[config.mk]
export PLATFORM = sky130hd
export DESIGN_NAME = ild_top
export DESIGN_NICKNAME = d
export VERILOG_FILES = /design/src/rtl/ild_pkg.sv /design/src/rtl/ild_ctrl.sv /design/src/rtl/ild_dp.sv /design/src/rtl/ild_top.sv
export SDC_FILE = /design/constraint.sdc
export NUM_CORES = 1
export LEC_CHECK = 0
export BUFFER_PORTS_ARGS = -buffer_cell sky130_fd_sc_hd__buf_4
export CAP_MARGIN = 20
export CORE_UTILIZATION = 55
export CTS_CLUSTER_SIZE = 28
export DETAILED_ROUTE_END_ITERATION = 7
export HOLD_SLACK_MARGIN = 0.15
export PLACE_DENSITY_LB_ADDON = 0.3
export SLEW_MARGIN = 20
export SYNTH_ARGS = -nofsm -noshare
export SYNTH_HDL_FRONTEND = slang
export SYNTH_SLANG_ARGS = --single-unit
[constraint.sdc]
create_clock -name clk -period 26.4 [get_ports clk]
set_input_delay 5.28 -clock clk [delete_from_list [all_inputs] [get_ports clk]]
set_output_delay 5.28 -clock clk [all_outputs]
set_load 0.02 [all_outputs]
[src/rtl/ild_pkg.sv]
package ild_pkg;

  typedef struct packed {
    logic load;
  } ildStrobe_t;

  typedef struct packed {
    logic       ok;
    logic [2:0] cnt;
    logic [1:0] szCode;
  } tblEntry_t;

  localparam logic [3:0] MODE_INDEX = 4'h4;
  localparam logic [3:0] REG_PC     = 4'hF;

  // Size of a non-prefixed specifier starting with byte b
  function automatic logic [3:0] baseSize(input logic [7:0] b, input logic [3:0] dsz);
    logic [3:0] md;
    md = b[7:4];
    case (md)
      4'h8:        baseSize = (b[3:0] == REG_PC) ? 4'd1 + dsz : 4'd1;
      4'h9:        baseSize = (b[3:0] == REG_PC) ? 4'd5 : 4'd1;
      4'hA, 4'hB:  baseSize = 4'd2;
      4'hC, 4'hD:  baseSize = 4'd3;
      4'hE, 4'hF:  baseSize = 4'd5;
      default:     baseSize = 4'd1;
    endcase
  endfunction

endpackage

[src/rtl/ild_ctrl.sv]
module ild_ctrl
  import ild_pkg::*;
(
  input  logic       clk,
  input  logic       rstN,
  input  logic       winValid,
  output ildStrobe_t strobe,
  output logic       done
);

  always_comb begin
    strobe.load = winValid;
  end

  always_ff @(posedge clk) begin
    if (!rstN) done <= 1'b0;
    else       done <= winValid;
  end

  AST_DONE_FOLLOWS_VALID: assert property (@(posedge clk) disable iff (!rstN)
    winValid |=> done);
  AST_DONE_IDLE: assert property (@(posedge clk) disable iff (!rstN)
    !winValid |=> !done);

endmodule

[src/rtl/ild_dp.sv]
module ild_dp
  import ild_pkg::*;
#(
  parameter int WIN_BYTES = 16,
  parameter int MAX_SPEC  = 6,
  parameter int TBL_AW    = 4,
  localparam int TBL_N    = 1 << TBL_AW,
  localparam int ENT_W    = $bits(tblEntry_t),
  localparam int OFF_W    = $clog2(WIN_BYTES),
  localparam int LEN_W    = $clog2(WIN_BYTES + 1),
  localparam int POS_W    = $clog2(WIN_BYTES + MAX_SPEC * 10 + 1)
)(
  input  logic                      clk,
  input  logic                      rstN,
  input  ildStrobe_t                strobe,
  input  logic [WIN_BYTES*8-1:0]    window,
  input  logic [TBL_N*ENT_W-1:0]    opTable,
  output logic [LEN_W-1:0]          lenOut,
  output logic [MAX_SPEC*OFF_W-1:0] offsOut,
  output logic                      ovfOut,
  output logic                      faultOut
);

  // Opcode table lookup
  tblEntry_t tblArr [TBL_N];
  for (genvar i = 0; i < TBL_N; i++) begin : g_tbl
    assign tblArr[i] = tblEntry_t'(opTable[i*ENT_W +: ENT_W]);
  end

  logic [7:0]        opcode;
  logic [TBL_AW-1:0] opIdx;
  logic              opHighSet;
  tblEntry_t         entry;
  logic              tblBad;
  logic [3:0]        dsz;

  assign opcode    = window[7:0];
  assign opIdx     = opcode[TBL_AW-1:0];
  assign opHighSet = (TBL_AW < 8) ? ((opcode >> TBL_AW) != 8'd0) : 1'b0;
  assign entry     = tblArr[opIdx];
  assign tblBad    = !entry.ok || (int'(entry.cnt) > MAX_SPEC) || opHighSet;
  assign dsz       = 4'd1 << entry.szCode;

  // Speculative decode: every position treated as a specifier start
  logic [3:0] specSize [WIN_BYTES];
  logic       specBad  [WIN_BYTES];

  for (genvar p = 0; p < WIN_BYTES; p++) begin : g_pos
    logic [7:0] cur;
    logic       isIdx;
    assign cur   = window[p*8 +: 8];
    assign isIdx = (cur[7:4] == MODE_INDEX);
    if (p + 1 < WIN_BYTES) begin : g_in
      logic [7:0] nxt;
      assign nxt         = window[(p+1)*8 +: 8];
      assign specSize[p] = isIdx ? 4'd1 + baseSize(nxt, dsz) : baseSize(cur, dsz);
      assign specBad[p]  = isIdx && (nxt[7:4] <= 4'h5);
    end else begin : g_edge
      // Base lies outside the window: minimum size pushes into overflow
      assign specSize[p] = isIdx ? 4'd2 : baseSize(cur, dsz);
      assign specBad[p]  = 1'b0;
    end
  end

  // Chain walk from offset 1 through the real specifiers
  logic [POS_W-1:0]          pos;
  logic [MAX_SPEC*OFF_W-1:0] offsNext;
  logic                      faultNext;
  logic                      ovfNext;

  always_comb begin
    pos       = POS_W'(1);
    offsNext  = '0;
    faultNext = 1'b0;
    for (int k = 0; k < MAX_SPEC; k++) begin
      if (k < int'(entry.cnt)) begin
        offsNext[k*OFF_W +: OFF_W] = pos[OFF_W-1:0];
        if (pos < POS_W'(WIN_BYTES)) begin
          faultNext = faultNext | specBad[pos[OFF_W-1:0]];
          pos       = pos + POS_W'(specSize[pos[OFF_W-1:0]]);
        end else begin
          pos = pos + POS_W'(1);
        end
      end
    end
    ovfNext = tblBad || (pos > POS_W'(WIN_BYTES));
  end

  always_ff @(posedge clk) begin
    if (!rstN) begin
      lenOut   <= '0;
      offsOut  <= '0;
      ovfOut   <= 1'b0;
      faultOut <= 1'b0;
    end else if (strobe.load) begin
      lenOut   <= pos[LEN_W-1:0];
      offsOut  <= offsNext;
      ovfOut   <= ovfNext;
      faultOut <= faultNext;
    end
  end

  AST_LEN_BOUND: assert property (@(posedge clk) disable iff (!rstN)
    strobe.load |=> (ovfOut || (lenOut != '0 && int'(lenOut) <= WIN_BYTES)));
  AST_RESULT_HOLD: assert property (@(posedge clk) disable iff (!rstN)
    !strobe.load |=> ($stable(lenOut) && $stable(ovfOut) && $stable(faultOut) && $stable(offsOut)));
  AST_TBL_BAD_OVF: assert property (@(posedge clk) disable iff (!rstN)
    (strobe.load && tblBad) |=> ovfOut);
  AST_FIRST_OFFSET: assert property (@(posedge clk) disable iff (!rstN)
    (strobe.load && !tblBad && entry.cnt != 3'd0) |=> (offsOut[OFF_W-1:0] == OFF_W'(1)));

endmodule

[src/rtl/ild_top.sv]
module ild_top
  import ild_pkg::*;
#(
  parameter int WIN_BYTES = 16,
  parameter int MAX_SPEC  = 6,
  parameter int TBL_AW    = 4,
  localparam int TBL_N    = 1 << TBL_AW,
  localparam int ENT_W    = $bits(tblEntry_t),
  localparam int OFF_W    = $clog2(WIN_BYTES),
  localparam int LEN_W    = $clog2(WIN_BYTES + 1)
)(
  input  logic                      clk,
  input  logic                      rstN,
  input  logic                      winValid,
  input  logic [WIN_BYTES*8-1:0]    winBytes,
  input  logic [TBL_N*ENT_W-1:0]    opTable,
  output logic [LEN_W-1:0]          lenOut,
  output logic [MAX_SPEC*OFF_W-1:0] specOffs,
  output logic                      done,
  output logic                      overflow,
  output logic                      fault
);

  ildStrobe_t strobe;

  ild_ctrl u_ctrl (
    .clk      (clk),
    .rstN     (rstN),
    .winValid (winValid),
    .strobe   (strobe),
    .done     (done)
  );

  ild_dp #(
    .WIN_BYTES (WIN_BYTES),
    .MAX_SPEC  (MAX_SPEC),
    .TBL_AW    (TBL_AW)
  ) u_dp (
    .clk      (clk),
    .rstN     (rstN),
    .strobe   (strobe),
    .window   (winBytes),
    .opTable  (opTable),
    .lenOut   (lenOut),
    .offsOut  (specOffs),
    .ovfOut   (overflow),
    .faultOut (fault)
  );

endmodule

==> results.txt, run 1 <==
The run finished with clean final reports. Yosys printed 0 warnings. STA classifies the critical path startpoint as an input port.

Tightest slew margin relative to the limit: 0.125. The top cell types in the final layout, fill and taps aside, are buf_4, nand2_1, nor2_1. Once the clock tree was built, the resizer swapped 0 gates to a different size. The number of pins exceeding their max-slew limit in the final report was 0; the pin slew with the least headroom to its limit was 1.30 ns.

The core region is 18200 µm². In the final design database the tool counted 1993 nets. The area growth from synthesis to layout is 21.8%. For the final wirelength, the log shows 45600 µm. The floorplan has 49 rows. The portion of the clock cycle consumed by the worst path in the final layout is 0.842, and the average routed wire per standard cell is 23.3 µm. The synthesized design contains 0 enable-type register cells. Slowest cell on the critical path: ha_1. Wire length of the first global-routing pass: 69700 µm.

The largest net degree at the start of global routing is 50. The fraction of final layout cells with drive strength greater than 1 was 0.224; the antenna diode count was 0. TritonCTS built the clock tree. In this run, synthesis produced a sequential element count of 29.

For this run, design rule violations remaining after detail routing come to 0. Summed over all failing endpoints, the final setup total negative slack is 0 ns. Kind of critical path: in2reg. The initial antenna violation count is 1.

The number of clock buffers added by TritonCTS is 5. For the post-synthesis cell type count, the log shows 96. The library cell used as clock root buffer was clkbuf_16. Summing all placed instances gives a cell area of 12500 µm².

For the overall global routing resource usage, the log shows 0.456. The initial standard-cell utilization of the core was 0.569. Setup repair after global routing left no endpoint under its margin.

Area taken by flip-flops and latches: 581 µm². After routing the design area is 12600 µm². At the later pin of the worst-skew pair, clock insertion delay measures 0.28 ns. The via density per instance came out at 7.02.

The post-synthesis cell area is 10400 µm². Once the clock tree was built, the setup fixing pass inserted 0 buffers. The die covers 19400 µm². For the final-report hold violation count, the log shows 0.

For the finished layout, the period the worst path requires is 22.22 ns. The area of the multi-input gates is 9200 µm², and the largest incremental delay on the critical path is 0.69 ns. The die height came out at 139 µm.

After clock tree synthesis, the clock-pin slew on the worst setup and hold paths is 0.06 ns. The number of buffers inserted by port buffering was 255; the length of the first detailed-routing pass in iterations was 6. For the count of final setup violators, the log shows 0.

Capturing element type of the critical path: a register. The detailed router finished its first iteration with 1959 violations. The share of synthesized registers carrying an async set or reset works out to 0. The path category of the worst min-delay check was reg2reg. The maximum buffer depth of the clock tree was 2; the clock sink count was 29.

The count of maximum capacitance violations came out at 0. STA puts the critical path data arrival time at 22.39 ns. The average instance in the mapped netlist occupies 6.82 µm².

Along the worst path, the maximum fanout reaches 46. Counting the fill cells in the layout gives 1601. The antenna violation net count after detailed routing was 0; the proportion of synthesized chip area in sequential cells was 0.0560. Timing would allow up to 0.0450 GHz.

For the HPWL after detailed placement, the log shows 35300 µm. The most used flip-flop cell after synthesis was dfxtp_1. The library cell used most frequently in the layout, excluding fill and tap cells, is buf_4. The H-tree depth reported by CTS came out at 2. The run gives 259 as the number of ports placed on the die boundary.

The run gives 1.11 as the final estimated routing congestion in global placement. The via count of the first global-routing pass came out at 12.7k. Across the routed clock network, the largest skew measured is 0 ns. Synthesis handed over a netlist of 1520 instances.

The x dimension of the die is 139 µm. The routed layout has 13.7k vias. In this run, post-CTS hold repair placed 0 buffers.

At the worst endpoint, the required time is 26.57 ns. For this run the aggregate overflow at the end of global routing stands at 0.
[cell families after synthesis]
family	Yosys count	synth area share
adder cells (fa/ha/maj)	41	0.0531
flip-flops	29	0.0560
XOR/XNOR	32	0.0270
buffers and inverters	145	0.0590
AND/OR/NAND/NOR	663	0.321
AO/OA/AOI/OAI	493	0.345
multiplexers	116	0.138
other	1	0.000362
[routing by layer]
| layer | track usage | routed length, µm | vias up |
|---|---|---|---|
| li1 | - | - | 6192 |
| met1 | 0.556 | 16600 | 6267 |
| met2 | 0.719 | 19800 | 1058 |
| met3 | 0.129 | 6330 | 207 |
| met4 | 0.258 | 2860 | 2 |
| met5 | 0 | 14 | - |
[critical path: cells and delay by family]
family	cells	cell delay, ns
AOI/OAI and AO/OA	27	5.61
buffers and inverters	9	3.18
adders and majority gates	8	2.97
and+or+nand+nor	14	2.96
muxes	5	1.38
xor gates and xnor gates	4	0.94
[through the flow]
step / setup WS [ns] / hold slack [ns] / instances / utilization
after detailed placement: 4.51 / 0.477 / 1947 / 0.684
after global placement: 4.97 / 0.465 / 1947 / 0.684
final: 4.18 / 0.486 / 1955 / 0.693
after floorplan: 6.63 / 0.551 / 1522 / -
after CTS: 4.74 / 0.488 / 1955 / 0.693
after global routing: 3.20 / 0.510 / 1955 / 0.693
[state kept, by name (all words and copies together) (netlist names)]
| register | flops |
|---|---|
| u_dp.offsOut | 21 |
| u_ctrl.done | 1 |
| u_dp.faultOut | 1 |
| u_dp.ovfOut | 1 |
| u_dp.lenOut | 5 |
[layout make-up]
cell class | instances | share of cell area
tap | 229 | 0.0227
multi-input combinational | 1348 | 0.728
clock buffer | 5 | 0.00991
clock inverter | 3 | 0.00367
sequential | 29 | 0.0460
timing repair buffer | 296 | 0.176
inverter | 45 | 0.0134
[Yosys cell counts, drive strengths merged, types with 18 or more instances]
cell | number | area, µm²
buf | 42 | 225
o211ai | 54 | 410
and2 | 38 | 238
ha | 36 | 450
a21boi | 34 | 255
a21oi | 82 | 425
a21o | 18 | 135
nor2b | 36 | 225
a211oi | 50 | 380
mux2i | 86 | 873
nand3 | 56 | 280
o21ai | 80 | 415
inv | 42 | 158
clkbuf | 58 | 218
dfxtp | 29 | 581
nand2 | 186 | 698
nor3 | 46 | 235
nor2 | 156 | 586
mux4 | 19 | 428
nand4 | 25 | 156
nand2b | 21 | 131
[final timing paths]
| path | start | endpoint | slack [ns] | cells past startpoint |
|---|---|---|---|---|
| setup reg to reg | u_dp.offsOut[8] | u_dp.offsOut[8] | 25.46 | 3 |
| hold / removal | u_dp.offsOut[7] | u_dp.offsOut[7] | 0.49 | 2 |
| hold reg to reg | u_dp.offsOut[7] | u_dp.offsOut[7] | 0.49 | 2 |
| setup / recovery | winBytes[2] | u_dp.ovfOut | 4.18 | 67 |
Power of run 1 is not shown: default switching activity piles up to over one toggle a cycle in this logic, so the estimate is an artifact.
==> inputs of run 2 (changes only) <==
clock period = 21.5 ns   (was 26.4 ns; I/O delays follow)
==> results.txt, run 2 (synthesized netlist as in run 1, its figures left out) <==
Minimum period implied by the final worst setup slack: 20.33 ns. Measured along the y axis, the die boundary spans 139 µm. In this run the standard cell core region covers 18200 µm². The detailed-route via count is 14.1k. TritonCTS built the clock tree.

Wires add up to 48100 µm. In this run, post-CTS repair resized a total of 0 instances. The H-tree depth reported by CTS is 2.

The worst hold path belongs to the class reg2reg. The register with the most flip-flops in the layout has 21 of them. The kind of critical path is in2reg. The setup slack after layout is 1.17 ns, and the routed length on met3 is 6640 µm.

For the post-layout net count, the log shows 2008. The register with the most flip-flops in the final layout is u_dp.offsOut. The tree is rooted in a clkbuf_16. The final-report hold violation count came out at 0. For the overall global routing resource usage, the log shows 0.484.

The tools report the overall die area as 19400 µm². The clock drives 29 sinks. In the final layout, the registers with the most flip-flops are u_dp.offsOut x21, u_dp.lenOut x5. Routed signal wires occupy layers up through met5. The number of ports placed on the die boundary is 259, and the remaining global-route overflow is 0. For the worst path arrival time, the log shows 20.49 ns. The initial antenna violation count was 1.

Row generation in the floorplan step produced 49 rows. The worst-case reg-to-reg path depth was 3; the slack of the worst reg-to-reg path was 20.71 ns. The tightest slew margin relative to the limit came out at 0.117. Setup repair after global routing left no endpoint under its margin.

The critical-path maximum fanout was 30; the critical path required time was 21.66 ns. Hold path depth: 2. In this run the critical register-to-register path is launched from u_dp.offsOut[6]. The endpoint identified for the worst register-to-register timing path is u_dp.offsOut[6]. Once the clock tree was built, the setup fixing pass inserted 0 buffers. Leaving out fill and tap cells, the most frequent cells in the layout are buf_4, nand2_1, nor2_1. The run gives 0.569 as the initial standard-cell utilization of the core. Clock skew on the completed layout was measured at 0 ns. For this run, design rule violations remaining after detail routing come to 0. The clock-pin slew of the registers on the worst-case setup and hold paths is 0.05 ns, and the final estimated routing congestion in global placement is 1.08. The count of maximum capacitance violations was 0. On the worst path, the slowest cell contributes a delay of 0.83 ns. After detailed routing, the wire length on met1 is 17200 µm.

Number of pins exceeding their max-slew limit in the final report: 0. The x dimension of the die was 139 µm; the number of CTS-inserted buffers was 5. The flow ran to the end, and the final reports show no timing, DRC or antenna violations.

The startpoint type of the worst setup path is an input port. The first TritonRoute pass finished after 6 iterations. The via count of the first global-routing pass came out at 13.3k. Adding up every negative setup slack in the final design gives 0 ns.

In this run the most critical hold path is launched from u_dp.offsOut[4]. In the final routed layout, each cell accounts on average for 24.4 µm. The tools report the fmax as 0.0492 GHz. Relative to the synthesized area, the layout overhead comes to 22.6%.

The iteration-0 DRC count of the detailed router is 1949. Setup violations remaining at the end of the flow were counted as 0. The pin slew with the least headroom to its limit is 1.31 ns.

The end point of the most critical hold path was u_dp.offsOut[4]. Detailed placement ended at an HPWL of 37000 µm. The setup slack after placement is 1.43 ns, and the maximum buffer depth of the clock tree is 2. The wire length of the first global-routing pass was 73400 µm. The commonest non-fill, non-tap cell in the layout is buf_4. During placement, the flow inserted port buffers numbering 255.

The capturing element type of the critical path is a register. Entering global routing, the biggest net connects 50 pins. For this design, the CTS-stage hold fixing added 0 buffers.

The fraction of final layout cells with drive strength greater than 1 was 0.230; the sum of met2 wire segment lengths after detailed routing was 20300 µm. Among all stages on the critical path, the largest delay is contributed by nor2_1. In this run the remaining antenna-violating nets after routing total 0. The run gives 0.28 ns as the clock latency on the worst-skew pair. Dividing the detail-routed via count by the number of cells gives 7.14. Portion of the clock cycle consumed by the worst path in the final layout: 0.945.
[run 2: layout make-up]
type | instances | area, µm²
inverter | 45 | 169
fill | 1502 | 5500
multi-input combinational | 1348 | 9200
clock inverter | 2 | 10.0
timing repair buffer | 311 | 2330
clock buffer | 6 | 129
antenna | 1 | 2.50
tap | 229 | 287
sequential | 29 | 581
[run 2: through the flow]
stage,hold WS [ns],cells,cell area [µm²],utilization
6_report,0.479,1971,12700,0.698
5_1_grt,0.503,1970,12700,0.698
4_1_cts,0.480,1970,12700,0.698
3_5_place_dp,0.471,1962,12600,0.690
3_3_place_gp,0.463,1962,12600,0.690
2_1_floorplan,0.551,1522,10400,-
[run 2: worst max path at each step]
stage	start	to	depth (start not counted)
after floorplan	winBytes[0]	u_dp.ovfOut	71
after global placement	winBytes[2]	u_dp.ovfOut	70
after detailed placement	winBytes[2]	u_dp.ovfOut	72
after CTS	winBytes[2]	u_dp.ovfOut	72
after global routing	winBytes[2]	u_dp.ovfOut	72
final	winBytes[2]	u_dp.ovfOut	72
[run 2: layer usage]
layer / global-route usage / vias up
li1: - / 6233
met5: 0 / -
met2: 0.743 / 1138
met1: 0.575 / 6412
met3: 0.146 / 291
met4: 0.343 / 2
[run 2: worst max-delay path: cells and delay by family]
kind,cells,cell delay (ns)
AOI/OAI and AO/OA,29,5.79
adders and majority gates,11,3.50
and+or+nand+nor,15,2.92
buffers and inverters,8,2.04
xor gates and xnor gates,4,0.97
muxes,5,0.93
Power of run 2 is left out for the same reason.
